### src/rtl/spi_cmd_pkg.sv
package spi_cmd_pkg;

  // register offsets (byte addressed, 8-bit offset space)
  localparam logic [7:0] OFS_CTRL = 8'h00;
  localparam logic [7:0] OFS_CSEL = 8'h1D;
  localparam logic [7:0] OFS_TXN  = 8'h48;
  localparam logic [7:0] OFS_RXN  = 8'h4B;
  localparam logic [7:0] OFS_BUF  = 8'h80;

  // control word bit positions
  localparam int GO_BIT   = 16;
  localparam int RWND_BIT = 20;
  localparam int BUSY_BIT = 31;

  typedef enum logic [1:0] {ST_IDLE, ST_SHIFT, ST_TRAIL} seq_st_t;
  typedef enum logic [1:0] {SEG_CMD, SEG_SEND, SEG_RECV} seg_t;

  // pack the readable control word
  function automatic logic [31:0] ctrl_word(input logic busy, input logic [7:0] cmd);
    logic [31:0] w;
    w = 32'h0;
    w[7:0] = cmd;
    w[GO_BIT] = busy;
    w[BUSY_BIT] = busy;
    return w;
  endfunction

  // offset of an address inside the buffer window
  function automatic logic [7:0] buf_offset(input logic [7:0] addr);
    return addr - OFS_BUF;
  endfunction

  // true when the address falls inside a buffer of the given depth
  function automatic logic buf_hit(input logic [7:0] addr, input int depth);
    logic [7:0] off;
    off = buf_offset(addr);
    return (addr >= OFS_BUF) && (int'(off) < depth);
  endfunction

endpackage

### src/rtl/spi_cmd_regs.sv
module spi_cmd_regs
  import spi_cmd_pkg::*;
#(
  parameter int CS_W = 2
) (
  input  logic            clk,
  input  logic            rst_n,
  input  logic            bus_wr,
  input  logic [7:0]      bus_addr,
  input  logic [31:0]     bus_wdata,
  input  logic            busy,
  output logic [7:0]      cmd_eff,
  output logic [CS_W-1:0] csel,
  output logic [7:0]      tx_cnt,
  output logic [7:0]      rx_cnt,
  output logic            go,
  output logic            rewind,
  output logic [31:0]     reg_rdata
);

  logic [7:0]      cmd_q;
  logic [CS_W-1:0] csel_q;
  logic [7:0]      txn_q;
  logic [7:0]      rxn_q;
  logic            wr_ok;
  logic            ctrl_wr;

  assign wr_ok   = bus_wr && !busy;
  assign ctrl_wr = wr_ok && (bus_addr == OFS_CTRL);
  assign go      = ctrl_wr && bus_wdata[GO_BIT];
  assign rewind  = ctrl_wr && bus_wdata[RWND_BIT];
  // a start in the same write uses the freshly written command
  assign cmd_eff = ctrl_wr ? bus_wdata[7:0] : cmd_q;
  assign csel    = csel_q;
  assign tx_cnt  = txn_q;
  assign rx_cnt  = rxn_q;

  always_ff @(posedge clk or negedge rst_n) begin
    if (!rst_n) begin
      cmd_q  <= '0;
      csel_q <= '0;
      txn_q  <= '0;
      rxn_q  <= '0;
    end else if (wr_ok) begin
      case (bus_addr)
        OFS_CTRL: cmd_q  <= bus_wdata[7:0];
        OFS_CSEL: csel_q <= bus_wdata[CS_W-1:0];
        OFS_TXN:  txn_q  <= bus_wdata[7:0];
        OFS_RXN:  rxn_q  <= bus_wdata[7:0];
        default: ;
      endcase
    end
  end

  always_comb begin
    reg_rdata = '0;
    case (bus_addr)
      OFS_CTRL: reg_rdata = ctrl_word(busy, cmd_q);
      OFS_CSEL: reg_rdata[CS_W-1:0] = csel_q;
      OFS_TXN:  reg_rdata[7:0] = txn_q;
      OFS_RXN:  reg_rdata[7:0] = rxn_q;
      default:  reg_rdata = '0;
    endcase
  end

endmodule

### src/rtl/spi_cmd_buf.sv
module spi_cmd_buf #(
  parameter int DEPTH = 64,
  localparam int IDX_W = $clog2(DEPTH)
) (
  input  logic             clk,
  input  logic             rst_n,
  input  logic             host_we,
  input  logic [IDX_W-1:0] host_idx,
  input  logic [7:0]       host_wdata,
  output logic [7:0]       host_rdata,
  input  logic             eng_we,
  input  logic [IDX_W-1:0] eng_idx,
  input  logic [7:0]       eng_wdata,
  output logic [7:0]       eng_rdata
);

  logic [7:0] mem [DEPTH];

  always_ff @(posedge clk or negedge rst_n) begin
    if (!rst_n) begin
      for (int i = 0; i < DEPTH; i++) mem[i] <= '0;
    end else if (eng_we) begin
      mem[eng_idx] <= eng_wdata;
    end else if (host_we) begin
      mem[host_idx] <= host_wdata;
    end
  end

  assign host_rdata = mem[host_idx];
  assign eng_rdata  = mem[eng_idx];

endmodule

### src/rtl/spi_cmd_seq.sv
module spi_cmd_seq
  import spi_cmd_pkg::*;
#(
  parameter int IDX_W  = 6,
  parameter int NUM_CS = 4,
  localparam int CS_W  = $clog2(NUM_CS)
) (
  input  logic              clk,
  input  logic              rst_n,
  input  logic              go,
  input  logic              rewind,
  input  logic [7:0]        cmd,
  input  logic [CS_W-1:0]   csel,
  input  logic [7:0]        tx_cnt,
  input  logic [7:0]        rx_cnt,
  output logic [IDX_W-1:0]  eng_idx,
  input  logic [7:0]        eng_rdata,
  output logic              eng_we,
  output logic [7:0]        eng_wdata,
  input  logic              miso,
  output logic              sclk,
  output logic              mosi,
  output logic [NUM_CS-1:0] cs_n,
  output logic              busy
);

  seq_st_t          st;
  seg_t             seg;
  logic [1:0]       ph;
  logic [2:0]       bitn;
  logic [7:0]       tx_sr;
  logic [7:0]       rx_sr;
  logic [7:0]       tx_left;
  logic [7:0]       rx_left;
  logic [IDX_W-1:0] ptr;
  logic [CS_W-1:0]  cs_q;

  // named internal events
  logic in_shift;
  logic byte_end;
  logic rx_sample;

  assign in_shift  = (st == ST_SHIFT);
  assign byte_end  = in_shift && (ph == 2'd3) && (bitn == 3'd7);
  assign rx_sample = in_shift && (seg == SEG_RECV) && (ph == 2'd2);

  assign busy      = (st != ST_IDLE);
  assign sclk      = in_shift && ph[1];
  assign mosi      = in_shift && tx_sr[7];
  assign eng_idx   = ptr;
  assign eng_we    = byte_end && (seg == SEG_RECV);
  assign eng_wdata = rx_sr;

  for (genvar g = 0; g < NUM_CS; g++) begin : g_cs
    assign cs_n[g] = !(busy && (cs_q == CS_W'(g)));
  end

  always_ff @(posedge clk or negedge rst_n) begin
    if (!rst_n) begin
      st      <= ST_IDLE;
      seg     <= SEG_CMD;
      ph      <= '0;
      bitn    <= '0;
      tx_sr   <= '0;
      rx_sr   <= '0;
      tx_left <= '0;
      rx_left <= '0;
      ptr     <= '0;
      cs_q    <= '0;
    end else begin
      case (st)
        ST_IDLE: begin
          if (rewind) ptr <= '0;
          if (go) begin
            st      <= ST_SHIFT;
            seg     <= SEG_CMD;
            ph      <= '0;
            bitn    <= '0;
            tx_sr   <= cmd;
            tx_left <= tx_cnt;
            rx_left <= rx_cnt;
            cs_q    <= csel;
          end
        end
        ST_SHIFT: begin
          ph <= ph + 2'd1;
          if (rx_sample) rx_sr <= {rx_sr[6:0], miso};
          if (ph == 2'd3) begin
            if (bitn != 3'd7) begin
              bitn  <= bitn + 3'd1;
              tx_sr <= {tx_sr[6:0], 1'b0};
            end else begin
              bitn <= '0;
              if (seg == SEG_RECV) ptr <= ptr + 1'b1;
              if (seg != SEG_RECV && tx_left != 8'd0) begin
                seg     <= SEG_SEND;
                tx_sr   <= eng_rdata;
                ptr     <= ptr + 1'b1;
                tx_left <= tx_left - 8'd1;
              end else if (rx_left != 8'd0) begin
                seg     <= SEG_RECV;
                tx_sr   <= '0;
                rx_left <= rx_left - 8'd1;
              end else begin
                st    <= ST_TRAIL;
                tx_sr <= '0;
              end
            end
          end
        end
        ST_TRAIL: begin
          ph <= ph + 2'd1;
          if (ph == 2'd3) st <= ST_IDLE;
        end
        default: st <= ST_IDLE;
      endcase
    end
  end

endmodule

### src/rtl/spi_cmd_master.sv
module spi_cmd_master
  import spi_cmd_pkg::*;
#(
  parameter int BUF_DEPTH = 64,
  parameter int NUM_CS    = 4,
  localparam int IDX_W    = $clog2(BUF_DEPTH),
  localparam int CS_W     = $clog2(NUM_CS)
) (
  input  logic              clk,
  input  logic              rst_n,
  input  logic              bus_wr,
  input  logic [7:0]        bus_addr,
  input  logic [31:0]       bus_wdata,
  output logic [31:0]       bus_rdata,
  output logic              spi_sclk,
  output logic              spi_mosi,
  input  logic              spi_miso,
  output logic [NUM_CS-1:0] spi_cs_n
);

  logic             busy_w;
  logic [7:0]       cmd_w;
  logic [CS_W-1:0]  csel_w;
  logic [7:0]       tx_cnt_w;
  logic [7:0]       rx_cnt_w;
  logic             go_w;
  logic             rewind_w;
  logic [31:0]      reg_rdata;
  logic             in_buf;
  logic [7:0]       buf_ofs;
  logic             host_we;
  logic [7:0]       host_rdata;
  logic             eng_we;
  logic [IDX_W-1:0] eng_idx;
  logic [7:0]       eng_wdata;
  logic [7:0]       eng_rdata;

  assign in_buf  = buf_hit(bus_addr, BUF_DEPTH);
  assign buf_ofs = buf_offset(bus_addr);
  assign host_we = bus_wr && in_buf && !busy_w;

  spi_cmd_regs #(.CS_W(CS_W)) u_regs (
    .clk      (clk),
    .rst_n    (rst_n),
    .bus_wr   (bus_wr),
    .bus_addr (bus_addr),
    .bus_wdata(bus_wdata),
    .busy     (busy_w),
    .cmd_eff  (cmd_w),
    .csel     (csel_w),
    .tx_cnt   (tx_cnt_w),
    .rx_cnt   (rx_cnt_w),
    .go       (go_w),
    .rewind   (rewind_w),
    .reg_rdata(reg_rdata)
  );

  spi_cmd_buf #(.DEPTH(BUF_DEPTH)) u_buf (
    .clk       (clk),
    .rst_n     (rst_n),
    .host_we   (host_we),
    .host_idx  (buf_ofs[IDX_W-1:0]),
    .host_wdata(bus_wdata[7:0]),
    .host_rdata(host_rdata),
    .eng_we    (eng_we),
    .eng_idx   (eng_idx),
    .eng_wdata (eng_wdata),
    .eng_rdata (eng_rdata)
  );

  spi_cmd_seq #(.IDX_W(IDX_W), .NUM_CS(NUM_CS)) u_seq (
    .clk      (clk),
    .rst_n    (rst_n),
    .go       (go_w),
    .rewind   (rewind_w),
    .cmd      (cmd_w),
    .csel     (csel_w),
    .tx_cnt   (tx_cnt_w),
    .rx_cnt   (rx_cnt_w),
    .eng_idx  (eng_idx),
    .eng_rdata(eng_rdata),
    .eng_we   (eng_we),
    .eng_wdata(eng_wdata),
    .miso     (spi_miso),
    .sclk     (spi_sclk),
    .mosi     (spi_mosi),
    .cs_n     (spi_cs_n),
    .busy     (busy_w)
  );

  assign bus_rdata = in_buf ? {24'h0, host_rdata} : reg_rdata;

endmodule

### config.mk
export PLATFORM = sky130hd
export DESIGN_NAME = spi_cmd_master
export DESIGN_NICKNAME = d
export VERILOG_FILES = /design/src/rtl/spi_cmd_pkg.sv /design/src/rtl/spi_cmd_regs.sv /design/src/rtl/spi_cmd_buf.sv /design/src/rtl/spi_cmd_seq.sv /design/src/rtl/spi_cmd_master.sv
export SDC_FILE = /design/constraint.sdc
export NUM_CORES = 2
export LEC_CHECK = 0
export CAP_MARGIN = 20
export CORE_AREA = 2 2 276 278
export CTS_CLUSTER_DIAMETER = 80
export CTS_CLUSTER_SIZE = 10
export DETAILED_ROUTE_END_ITERATION = 10
export DIE_AREA = 0 0 278 280
export PLACE_DENSITY = 0.68
export SLEW_MARGIN = 25
export SYNTH_ARGS = -nofsm -noshare
export SYNTH_HDL_FRONTEND = slang
export SYNTH_HIERARCHICAL = 1
export SYNTH_SLANG_ARGS = --single-unit
### constraint.sdc
create_clock -name clk -period 3.75 [get_ports clk]
set_clock_uncertainty 0.2 [all_clocks]
set_input_delay 0.9375 -clock clk [delete_from_list [all_inputs] [get_ports clk]]
set_output_delay 0.9375 -clock clk [all_outputs]
set_load 0.03 [all_outputs]
==> Yosys cells after proc, flatten, opt, wreduce, memory -nomap -nowiden <==
Index checks and enable logic that the tools add are counted.
{ "totals": {"regBits": 587, "input_bits": 44, "out_inout_bits": 38, "elab_cells": 225} }
{ "op_classes": {"addsub": 6, "n_lt_le_gt_ge": 6, "n_eq_ne": 25, "muxes": 59, "bitwise": 2, "n_reduce_logical": 49} }
{ "ops": {"columns": ["op", "count"], "rows": [
  ["$bwmux 512", 2],
  ["$mux 512", 2],
  ["$mux 8", 20],
  ["$bmux 8 s6", 2],
  ["$demux 8 s6", 2],
  ["$pmux 8 s2", 3],
  ["$mux 32", 1],
  ["$mux 6", 5],
  ["$mux 24", 1],
  ["$mux 2", 11],
  ["$logic_and 1x1->1", 21],
  ["$ne 2x2->1 const B", 9],
  ["$pmux 6 s3", 1],
  ["$eq 8x7->1 const B", 2],
  ["$reduce_bool 8->1", 2],
  ["$sub 8x1->8 const B", 2],
  ["$reduce_and 5->1", 3],
  ["$ge 7x7->1 const B", 2],
  ["$lt 7x1->1 const B", 2],
  ["$not 6->7", 2],
  ["$reduce_and 2->1", 7],
  ["$eq 2x2->1 const B", 6],
  ["$pmux 6 s2", 1],
  ["$reduce_and 6->1", 2],
  ["other kinds (22)", 36]
]} }

==> Logic depth before layout (Yosys ltp) <==
{ "logic_depth": {"word_depth": 9, "ltp_mapped": 13, "mapped_depth_nobuf": 9} }

==> Cells and area by module <==
Netlist, hierarchy kept.
{ "by_module_without_submodules": {"columns": ["module", "n_inst", "cells_per_inst", "area_per_inst_um2", "seq_area_each_um2"], "rows": [
  ["spi_cmd_buf", 1, 3150, 32179.6, 12812.3],
  ["spi_cmd_seq", 1, 321, 3040.4, 1226.2],
  ["spi_cmd_regs", 1, 123, 1457.6, 650.6],
  ["spi_cmd_master", 1, 38, 325.3, 0.0]
]} }

==> Worst setup path after synthesis <==
Ideal clock, no wire load.
{ "synth_timing": {"path_type": "in2out", "from": "input port bus_addr[1]", "to": "output port bus_rdata[6]", "t_arrival_ps": 2957, "required_ps": 2612, "path_slack_ps": -344, "cell_stages": 10, "n_path_buf": 4, "path_cell_list": "buf_2 buf_2 buf_2 clkbuf_1 mux4_2 nand3_1 o211ai_1 a311oi_1 nand4_1 mux2_4"} }
{ "synth_between": {"elab_chain_cells": 6, "elab_cells_between_ends": 13, "cone_classes": "add/sub (1); order compare (2); eq/ne (2); mux (5); bitwise (1); reduce/logical (2)"} }
{ "synth_lines": {"columns": ["element", "line", "rtl"], "rows": [
  ["start, declared", "spi_cmd_master.sv:12", "input logic [7:0] bus_addr,"],
  ["$sub 8x8->8", "spi_cmd_pkg.sv:30", "return addr - OFS_BUF;"],
  ["$not 6->7 (implied by the code)", "spi_cmd_buf.sv:29", "assign host_rdata = mem[host_idx];"],
  ["$bmux 8 s6", "spi_cmd_buf.sv:29", null],
  ["$mux 8 (implied by the code) (2 in series)", "spi_cmd_buf.sv:29", null],
  ["named net host_rdata[6]", "spi_cmd_master.sv:32", "logic [7:0] host_rdata;"],
  ["$mux 32", "spi_cmd_master.sv:91", "assign bus_rdata = in_buf ? {24'h0, host_rdata} : reg_rdata;"],
  ["end, declared", "spi_cmd_master.sv:14", "output logic [31:0] bus_rdata,"]
]} }
The timed path passes the listed nets, and every way through them passes these cells. The select of a mux whose other input is x is not followed.

==> Final worst setup path <==
{ "layout_timing": {"from": "input port bus_addr[0]", "to": "output port bus_rdata[5]"} }
The elaborated chain is that of the path after synthesis.

==> results.md <==
- Post-synth EDFFs: 0
- Placed cell count: 4981
- Worst EP required: 2.61 ns
- Die height: around 280 µm
- Fin crit share: 126%
- Maximum VDD drop: between 0.0003 and 0.0004 V
- Distinct cell type count after synthesis: between 100 and 150
- Final net count: 4203
- Post-Layout Inst Area: ~0.047 mm²
- Synth area leaders: dfrtp_1 40%, o221ai_1 10%, o21a_1 8.6%, a221oi_1 4.3%, mux2_2 3.8%
- Hold Path Class: input pin to async pin
- Compound-Gate Fraction of Synth Area: between 30 and 40%
- CP arrival: approximately 3.6 ns
- Post-route insts no fill: 5146
- Area grow syn2layout: 26.3%
- Initial DRT Pass Iterations: 8
- Xor and xnor area share after synthesis: 0%
- CP Launch Type: input pin
- Total gr overflow: 0
- Final critical-path required period: approximately 4.7 ns
- DP Area: 0.0434 mm²
- Setup Viol. Count Final: 9
- Largest area contributor in the netlist: dfrtp_1
- Synthesized flop and latch total: slightly below 600
- Slowest-stage cell, CP: or4_4
- Std cell rows: roughly 100
- Final HPWL from detailed placement: between 100000 and 150000 µm
- DRC: 0
- Worst Path Class, Setup: input pin to output port
- Post-synth top area share: 39.7%
- Initial DRC count: 6913
- Synth Area in Simple Gates: 8.65%
- Post-layout worst setup margin: -0.960 ns
- ANT nets after route: 0
- First-pass GRT wire length: between 200000 and 300000 µm
- DRT Wirelength: approximately 200000 µm
- Clk sinks: between 500 and 600
- CTS root buf: clkbuf_16
- Post-Syn Area: roughly 0.037 mm²
- Vias: just over 40000
- Status: complete, but fails checks
- Failing checks: setup timing
- CTS Buf Count: 70
- Avg Cell Area, Syn: 10.2 µm²
- Die area: 0.0778 mm²
- Post-Place Setup Slack: -1.32 ns
- Leak: approximately 16 nW
- Top-count cell post-synth: dfrtp_1
- Vias in the first global route: between 30000 and 40000
- Crit-path cells: buf_16 -> buf_16 -> and2_4 -> buf_6 -> a221oi_2 -> nor2_1 -> o21ai_2 -> buf_4 -> o2111ai_4 -> or4_4 -> mux2_4 -> buf_6
- Clock tree buffer depth: 3
- Largest net degree at the start of global routing: between 70 and 80
- Worst Max-Slew Pin Slew: about 1.2 ns
- I/O pin count: 82
- Initial Util: 49.2%
- Worst-skew pair later-pin latency: ~0.64 ns
- Final hold viol count: 0
- Via density: 7.82
- Cts hold-fix bufs: 0
- Share of synthesized area spent on multiplexers: under 10%
- Design Power: 25.0 mW
- Setup crit end kind: output port
- MaxCap Viol Count: 0
- CP max FO: 7
- PD cells: approximately 540 mW/mm²
- Total core area: ~0.075 mm²
- Post-synthesis sequential area ratio: 39.7%
- Synth warn: 6
- Cells after Synth: 3632
- Slew Viols, Final: 0
- Worst rel slew slack: 19.9%
- Share of layout cells above drive strength 1: 32.7%
- Primary FF master, synth: dfrtp_1
- Die W: 278 µm
- CTS clk-pin slew, worst paths: about 0.060 ns
- Routed length per placed instance: 39.6 µm
- Initial antenna violation count: 12
- # H-tree levels: 3
- Largest family of logic cells by synthesized area: compound AO/OA/AOI/OAI gates
- Final GP Congestion: 1.07
- CTS tree: built
- Post-Synth Adder-Cell Area: 0.440%
- Critical Path Max Stage Delay: 0.55 ns
- Achievable Freq: ~210 MHz
- Port bufs: 37
- RSZ-0062 raised after global routing: true
- Ys async rst share: 100%
- Top cells by count, synth: 587 x dfrtp_1, 438 x o221ai_1, 425 x o21a_1
- Overall routing resource usage: between 50% and 60%
## area by class of cell
type                       instances  area, µm²
clock inverter                     9        105
sequential                       587      14700
timing repair buffer             824       7590
inverter                          29        115
fill                            6373      28500
clock buffer                      75       1800
tap                              978       1220
multi-input combinational       2634      21200
antenna                           10       25.0
## cells in the final DEF (no fill, tap or decap), types with 37 or more instances in the layout
cell type,n
o22ai_1,118
dfrtp_1,584
nor3_1,39
nand2_1,147
a221oi_2,37
nand2_2,66
buf_12,87
clkbuf_16,73
a221oi_1,138
mux2i_1,59
o21ai_0,73
a22oi_1,162
buf_4,670
a21oi_1,79
mux2_2,122
nor2_1,119
o221ai_1,437
o21a_1,424
o22ai_2,44
## per-stage QoR
stage	setup TNS (ns)	hold WS [ns]	utilization, %
6_report	-6.82	0.192	62.1
5_1_grt	-6.71	0.234	62.1
4_1_cts	-6.36	0.197	61.3
3_5_place_dp	-13.62	0.311	57.7
3_3_place_gp	-12.82	0.301	57.7
2_1_floorplan	-0.949	0.266	-
## cell families after synthesis
group,Yosys count
AOI/OAI and AO/OA,1761
adders and majority gates,13
buffers and inverters,438
DFF,587
muxes,223
other,1
and+or+nand+nor,609
## sequential cells by signal, summed over array words and instances, names as in the netlist, 8 cells and up
name / cells
u_regs/rx_cnt: 8
u_regs/cmd_q: 8
u_seq/eng_wdata: 8
u_seq/rx_left: 8
u_buf/mem: 512
u_seq/tx_sr: 8
u_regs/tx_cnt: 8
u_seq/tx_left: 8
## layer usage
layer  GRT usage (%)  up-vias  wire length (µm)
li1                -    15900                 -
met3            17.1      984             28500
met1            66.0    19800             74500
met4            35.6       16             18300
met2            71.7     3561             82000
met5           0.938        -               199
## repair_timing
item,CTS,global route
resized for setup,119,64
cloned,7,3
setup buffers,35,30
pin swaps,32,32
endpoints found under the setup margin,12,13
## path summary, 6_finish.rpt
| check | startpoint | endpoint | slack (ns) | cells past startpoint |
|---|---|---|---|---|
| setup / recovery | bus_addr[0] | bus_rdata[5] | -0.96 | 12 |
| min in group clk | u_buf/mem[254] | u_buf/mem[254] | 0.32 | 1 |
| hold reg to reg | u_buf/mem[254] | u_buf/mem[254] | 0.32 | 1 |
| max in group asynchronous | rst_n | u_buf/mem[233] | 2.26 | 2 |
| setup reg to reg | u_seq/eng_idx[0] | u_seq/tx_sr[7] | 0 | 8 |
| hold / removal | rst_n | u_buf/mem[335] | 0.19 | 1 |
## worst max-delay path, delay by kind of cell
kind,cells,cell delay (ns)
simple gates,3,0.90
buf+inv,5,0.77
compound gates,3,0.66
mux,1,0.29
## where the power goes
group / internal (mW) / total, mW / switching (mW)
registers: 6.99 / 8.02 / 1.03
logic: 3.88 / 10.7 / 6.86
clock network: 3.46 / 6.24 / 2.79
total: 14.3 / 25.0 / 10.7
Power figures use the tool's default switching activity.
